--- src/rtl/dma_remap_xlate.sv ---
module dma_remap_xlate #(
  parameter int GPA_W = 32,
  parameter int HPA_W = 40,
  parameter int LEN_W = 16,
  parameter int SZ_W  = 20,
  parameter int CTX_N = 32,
  parameter int DOM_N = 16
) (
  input  logic                   clk,
  input  logic                   rst_n,
  input  logic                   req_valid,
  output logic                   req_ready,
  input  logic [15:0]            req_rid,
  input  logic [GPA_W-1:0]       req_addr,
  input  logic [LEN_W-1:0]       req_len,
  output logic                   rsp_valid,
  output logic                   rsp_fault,
  output logic [1:0]             rsp_reason,
  output logic [15:0]            rsp_rid,
  output logic [HPA_W-1:0]       rsp_addr,
  input  logic                   ctx_we,
  input  logic [$clog2(CTX_N)-1:0] ctx_idx,
  input  logic                   ctx_present,
  input  logic [15:0]            ctx_rid,
  input  logic [$clog2(DOM_N)-1:0] ctx_dom,
  input  logic                   dom_we,
  input  logic [$clog2(DOM_N)-1:0] dom_idx,
  input  logic [SZ_W-1:0]        dom_pages,
  input  logic [HPA_W-13:0]      dom_base
);
  localparam int IDX_W = $clog2(CTX_N);
  localparam int DOM_W = $clog2(DOM_N);
  localparam int PG_W  = HPA_W - 12;
  localparam int EW    = ((GPA_W > SZ_W + 12) ? GPA_W : SZ_W + 12) + 2;
  localparam logic [1:0] RS_OK = 2'd0, RS_ABSENT = 2'd1, RS_RANGE = 2'd2, RS_ZERO = 2'd3;

  typedef enum logic [1:0] {ST_IDLE, ST_FILL, ST_EVAL} st_t;
  st_t st;

  logic             ctx_tbl_pres [CTX_N];
  logic [15:0]      ctx_tbl_rid  [CTX_N];
  logic [DOM_W-1:0] ctx_tbl_dom  [CTX_N];
  logic [SZ_W-1:0]  dom_tbl_pages [DOM_N];
  logic [PG_W-1:0]  dom_tbl_base  [DOM_N];

  logic             cache_vld, cache_ok;
  logic [15:0]      cache_rid;
  logic [DOM_W-1:0] cache_dom;

  logic [15:0]      s_rid;
  logic [GPA_W-1:0] s_addr;
  logic [LEN_W-1:0] s_len;

  wire any_we = ctx_we | dom_we;
  wire accept = req_valid & req_ready;
  wire hit    = cache_vld & ~any_we & (cache_rid == req_rid);
  wire [IDX_W-1:0] fidx = s_rid[IDX_W-1:0];

  assign req_ready = (st == ST_IDLE);
  assign rsp_valid = (st == ST_EVAL);

  always_ff @(posedge clk or negedge rst_n) begin
    if (!rst_n) begin
      for (int i = 0; i < CTX_N; i++) begin
        ctx_tbl_pres[i] <= 1'b0;
        ctx_tbl_rid[i]  <= '0;
        ctx_tbl_dom[i]  <= '0;
      end
      for (int i = 0; i < DOM_N; i++) begin
        dom_tbl_pages[i] <= '0;
        dom_tbl_base[i]  <= '0;
      end
    end else begin
      if (ctx_we) begin
        ctx_tbl_pres[ctx_idx] <= ctx_present;
        ctx_tbl_rid[ctx_idx]  <= ctx_rid;
        ctx_tbl_dom[ctx_idx]  <= ctx_dom;
      end
      if (dom_we) begin
        dom_tbl_pages[dom_idx] <= dom_pages;
        dom_tbl_base[dom_idx]  <= dom_base;
      end
    end
  end

  always_ff @(posedge clk or negedge rst_n) begin
    if (!rst_n) begin
      st        <= ST_IDLE;
      s_rid     <= '0;
      s_addr    <= '0;
      s_len     <= '0;
      cache_vld <= 1'b0;
      cache_ok  <= 1'b0;
      cache_rid <= '0;
      cache_dom <= '0;
    end else begin
      case (st)
        ST_IDLE: if (accept) begin
          s_rid  <= req_rid;
          s_addr <= req_addr;
          s_len  <= req_len;
          st     <= hit ? ST_EVAL : ST_FILL;
        end
        ST_FILL: begin
          cache_rid <= s_rid;
          cache_ok  <= ctx_tbl_pres[fidx] & (ctx_tbl_rid[fidx] == s_rid);
          cache_dom <= ctx_tbl_dom[fidx];
          cache_vld <= 1'b1;
          st        <= ST_EVAL;
        end
        default: st <= ST_IDLE;
      endcase
      if (any_we) cache_vld <= 1'b0;
    end
  end

  wire [EW-1:0] last_byte = EW'(s_addr) + EW'(s_len) - EW'(1);
  wire [EW-1:0] win_limit = EW'({dom_tbl_pages[cache_dom], 12'h000});
  wire [HPA_W-1:0] host_a = {dom_tbl_base[cache_dom], 12'h000} + HPA_W'(s_addr);

  always_comb begin
    if (!cache_ok)                rsp_reason = RS_ABSENT;
    else if (s_len == '0)         rsp_reason = RS_ZERO;
    else if (last_byte >= win_limit) rsp_reason = RS_RANGE;
    else                          rsp_reason = RS_OK;
  end

  assign rsp_fault = (rsp_reason != RS_OK);
  assign rsp_rid   = s_rid;
  assign rsp_addr  = rsp_fault ? HPA_W'(s_addr) : host_a;


  ready_drop_chk: assert property (@(posedge clk) disable iff (!rst_n)
    accept |=> !req_ready);

  rsp_pulse_chk: assert property (@(posedge clk) disable iff (!rst_n)
    rsp_valid |=> !rsp_valid);

  hit_lat_chk: assert property (@(posedge clk) disable iff (!rst_n)
    (accept && hit) |=> rsp_valid);

  miss_lat_chk: assert property (@(posedge clk) disable iff (!rst_n)
    (accept && !hit) |=> !rsp_valid);

  inval_chk: assert property (@(posedge clk) disable iff (!rst_n)
    any_we |=> !cache_vld);

  zero_len_chk: assert property (@(posedge clk) disable iff (!rst_n)
    (rsp_valid && s_len == '0) |-> rsp_fault);
endmodule

--- config.mk ---
export PLATFORM = sky130hd
export DESIGN_NAME = dma_remap_xlate
export DESIGN_NICKNAME = d
export VERILOG_FILES = /design/src/rtl/dma_remap_xlate.sv
export SDC_FILE = /design/constraint.sdc
export NUM_CORES = 2
export LEC_CHECK = 0
export BUFFER_PORTS_ARGS = -buffer_cell sky130_fd_sc_hd__buf_4
export CAP_MARGIN = 20
export CORE_MARGIN = 2
export CORE_UTILIZATION = 57
export DETAILED_ROUTE_END_ITERATION = 12
export GPL_TIMING_DRIVEN = 1
export PLACE_DENSITY = 0.85
export SLEW_MARGIN = 15
export SYNTH_ARGS = -nofsm -noshare
export SYNTH_HDL_FRONTEND = slang
export SYNTH_SLANG_ARGS = --single-unit
export TNS_END_PERCENT = 10
--- constraint.sdc ---
create_clock -name clk -period 5.2 [get_ports clk]
set_clock_uncertainty 0.1 [all_clocks]
set_input_delay 0.52 -clock clk [delete_from_list [all_inputs] [get_ports clk]]
set_output_delay 0.52 -clock clk [all_outputs]
set_load 0.03 [all_outputs]
==> reports/results.txt <==
status - complete, but fails checks
failing checks - setup timing
nets@finish - 5398
# setup viols final - 30
fillcell total - 8217
max_cap viols - 0
pre-CTS setup slack - -832 ps
kind of critical path - flip-flop to output pin
WP data required - 4580 ps
post-synthesis mux area share - 0.356
largest net degree at the start of global routing - 169
drt initial violations - 4411
all-layer global routing usage - 0.295
Worst-Margin Slew - 1190 ps
Final Cell Area - 0.0830 mm²
Internal - 0.0287 W
power density over the cells - 505 mW/mm²
post-route setup slack - -1400 ps
EDFF count, synth - 0
Max Transition Viols Final - 0
ys async rst share - 1.00
Worst slew margin - 0.206
Compound-Gate Fraction of Synth Area - 0.0292
P_sw - 0.0133 W
Fin Setup TNS - -39010 ps
leak pwr - 36.4 nW
final-report hold violation count - 0
# DRC - 0
Post-Synthesis Cells - 4827
IO Count - 208
top cell type's share of synthesized area - 0.533
Logic pwr share - 0.340
detailed-route wire length per cell - 27.1 µm
CTS tree - yes
placed wire-length estimate - 113 mm
ANT nets after route - 0
post-synthesis simple-gate area fraction - 0.0269
Post-DP Area - 0.0762 mm²
share of layout cells above drive strength 1 - 0.501
htree depth - 4
Via density - 6.39
fin crit share - 1.27
Std-Cell Rows - 130
Achievable Freq - 0.151 GHz
Hold Path Class - input pin to flip-flop
RSZ-0062 raised after global routing - true
Max rail drop VDD - 0.391 mV
chip height - 359 µm
Syn. warnings - 0
syn nets - 5064
Inst Count DP - 6529
most numerous cell in the Yosys netlist - dfrtp_1
initial antenna violation count - 18
drt first pass iters - 6
final wirelength - 188 mm
GP Congestion - 0.951
Worst setup SP type - flip-flop
CTS clk-pin slew, worst paths - 60 ps
initial core utilization - 0.573
syn avg cell area - 14.9 µm²
clk_lat worst skew - 790 ps
Area Growth Syn to Fin - 15.7%
Synth area leader - dfrtp_1
Seq pwr share - 0.384
vias in the first global route - 47200
maximum fanout along the worst path - 5
vias post-DR - 44300
Crit. End Element - output pin
root buffer cell - clkbuf_16
synthesized area - 0.0717 mm²
Clock power frac - 0.277
Cell Count, Final, Fillers Out - 6937
TritonCTS Buffers - 156
FF+latch count, synth - 1528
number of distinct library cells after synthesis - 68
clk sinks - 1528
post-synthesis adder-cell area fraction - 0.0159
global-route wire length before repair - 288 mm
Period minus WS final - 6600 ps
core box area - 0.125 mm²
port bufs - 207
CTS max path bufs - 3
worst hold slack - 16.7 ps
synth top area cells - dfrtp_1, mux2_2, mux4_2, ha_1, clkbuf_1
die width - 359 µm
Synth Flop Type - dfrtp_1
sw frac - 0.316
grt ovf - 0
main combinational cell family by area after synthesis - multiplexers
Crit path arrival time - 5980 ps
xor/xnor share of the synthesized area - 0.00867
synth cell count leaders - dfrtp_1, mux2_2, mux4_2
register area share after synthesis - 0.533
die area - 0.129 mm²
area by class of cell:
class                   count  area (µm²)  share of cell area
clock inverters            44         697             0.00840
flip-flops and latches   1528       38300               0.461
well taps                1650        2060              0.0249
diodes                      8        20.0            0.000241
inverters                 120         450             0.00543
multi-input cells        2780       31900               0.384
repair buffers            575        5010              0.0604
clock buffers             232        4580              0.0553
power groups by stage:
stage               registers, W  clock network (W)  logic (W)
finish                    0.0161             0.0116     0.0142
global route              0.0164             0.0122     0.0152
CTS                       0.0161             0.0117     0.0139
detailed placement        0.0162                  0     0.0136
global placement          0.0160                  0     0.0132
floorplan                 0.0156                  0    0.00960
registers in the layout, summed over array words and instances (netlist names), 4 cells and up:
| register | flops |
|---|---|
| s_len | 16 |
| ctx_tbl_rid | 512 |
| cache_rid | 16 |
| ctx_tbl_pres | 32 |
| dom_tbl_pages | 320 |
| ctx_tbl_dom | 128 |
| s_addr | 32 |
| rsp_rid | 16 |
| cache_dom | 4 |
| dom_tbl_base | 448 |
worst max-delay path: stages (launching register included):
cell,delay (ps)
dfrtp_1,390
inv_1,80
ha_1,310
inv_2,70
ha_4,190
o211ai_1,280
nor2_1,110
a32o_2,280
a211o_1,370
a31o_4,270
a211oi_2,190
or3_4,160
mux2i_2,230
ha_1,190
nand2_2,80
nor4_4,250
nand4_1,170
nor3_2,130
o211ai_1,110
or4_4,450
nand3_4,210
buf_6,220
mux2i_4,250
buf_4,190
routing by layer:
metal	wire length (µm)	GRT usage
met4	7440	0.118
met3	13200	0.0606
met2	92300	0.482
met1	74900	0.389
met5	103	0
what timing repair did:
action	4_1_cts	5_1_grt
setup buffers	4	4
hold buffers	114	0
pin swaps	18	11
hold endpoints to repair	858	0
resized for setup	32	24
endpoints found under the setup margin	30	30
stage by stage:
step / total power, W / util
finish: 0.0419 / 0.662
global route: 0.0438 / 0.662
CTS: 0.0417 / 0.661
detailed placement: 0.0298 / 0.608
global placement: 0.0292 / 0.608
floorplan: 0.0252 / -
path summary, 6_finish.rpt:
path,cells past startpoint,to,slack (ps),from
max,23,rsp_addr[19],-1400,s_addr[6]
min,3,st[1],20,req_valid
max reg2reg,8,cache_ok,1430,rsp_rid[0]
min reg2reg,1,ctx_tbl_rid[355],390,ctx_tbl_rid[355]
max in group asynchronous,3,ctx_tbl_rid[114],3200,rst_n
min in group asynchronous,2,dom_tbl_base[253],280,rst_n
cells by family (layout without fill, tap and decap cells):
kind of cell	count (synthesis)	count (layout)
AOI/OAI and AO/OA	326	326
xor gates and xnor gates	71	71
adders and majority gates	90	90
buffers and inverters	519	971
DFF	1528	1528
muxes	1910	1910
other	0	8
and+or+nand+nor	383	383
cells in the final DEF, fill, tap and decap left out, types with 21 or more instances in the layout:
cell type,n
a21oi_1,62
xnor2_1,36
nand2_1,121
inv_1,113
nor2_1,50
clkbuf_1,41
mux2i_1,53
o21ai_0,103
dlygate4sd3_1,114
nand3_1,26
nor3_1,21
ha_1,81
mux4_2,365
a221oi_1,30
dfrtp_1,1521
buf_4,416
clkbuf_16,160
buf_12,24
mux2_2,1472
xor2_1,35
clkbuf_8,31
(Power assumes the default switching activity.)
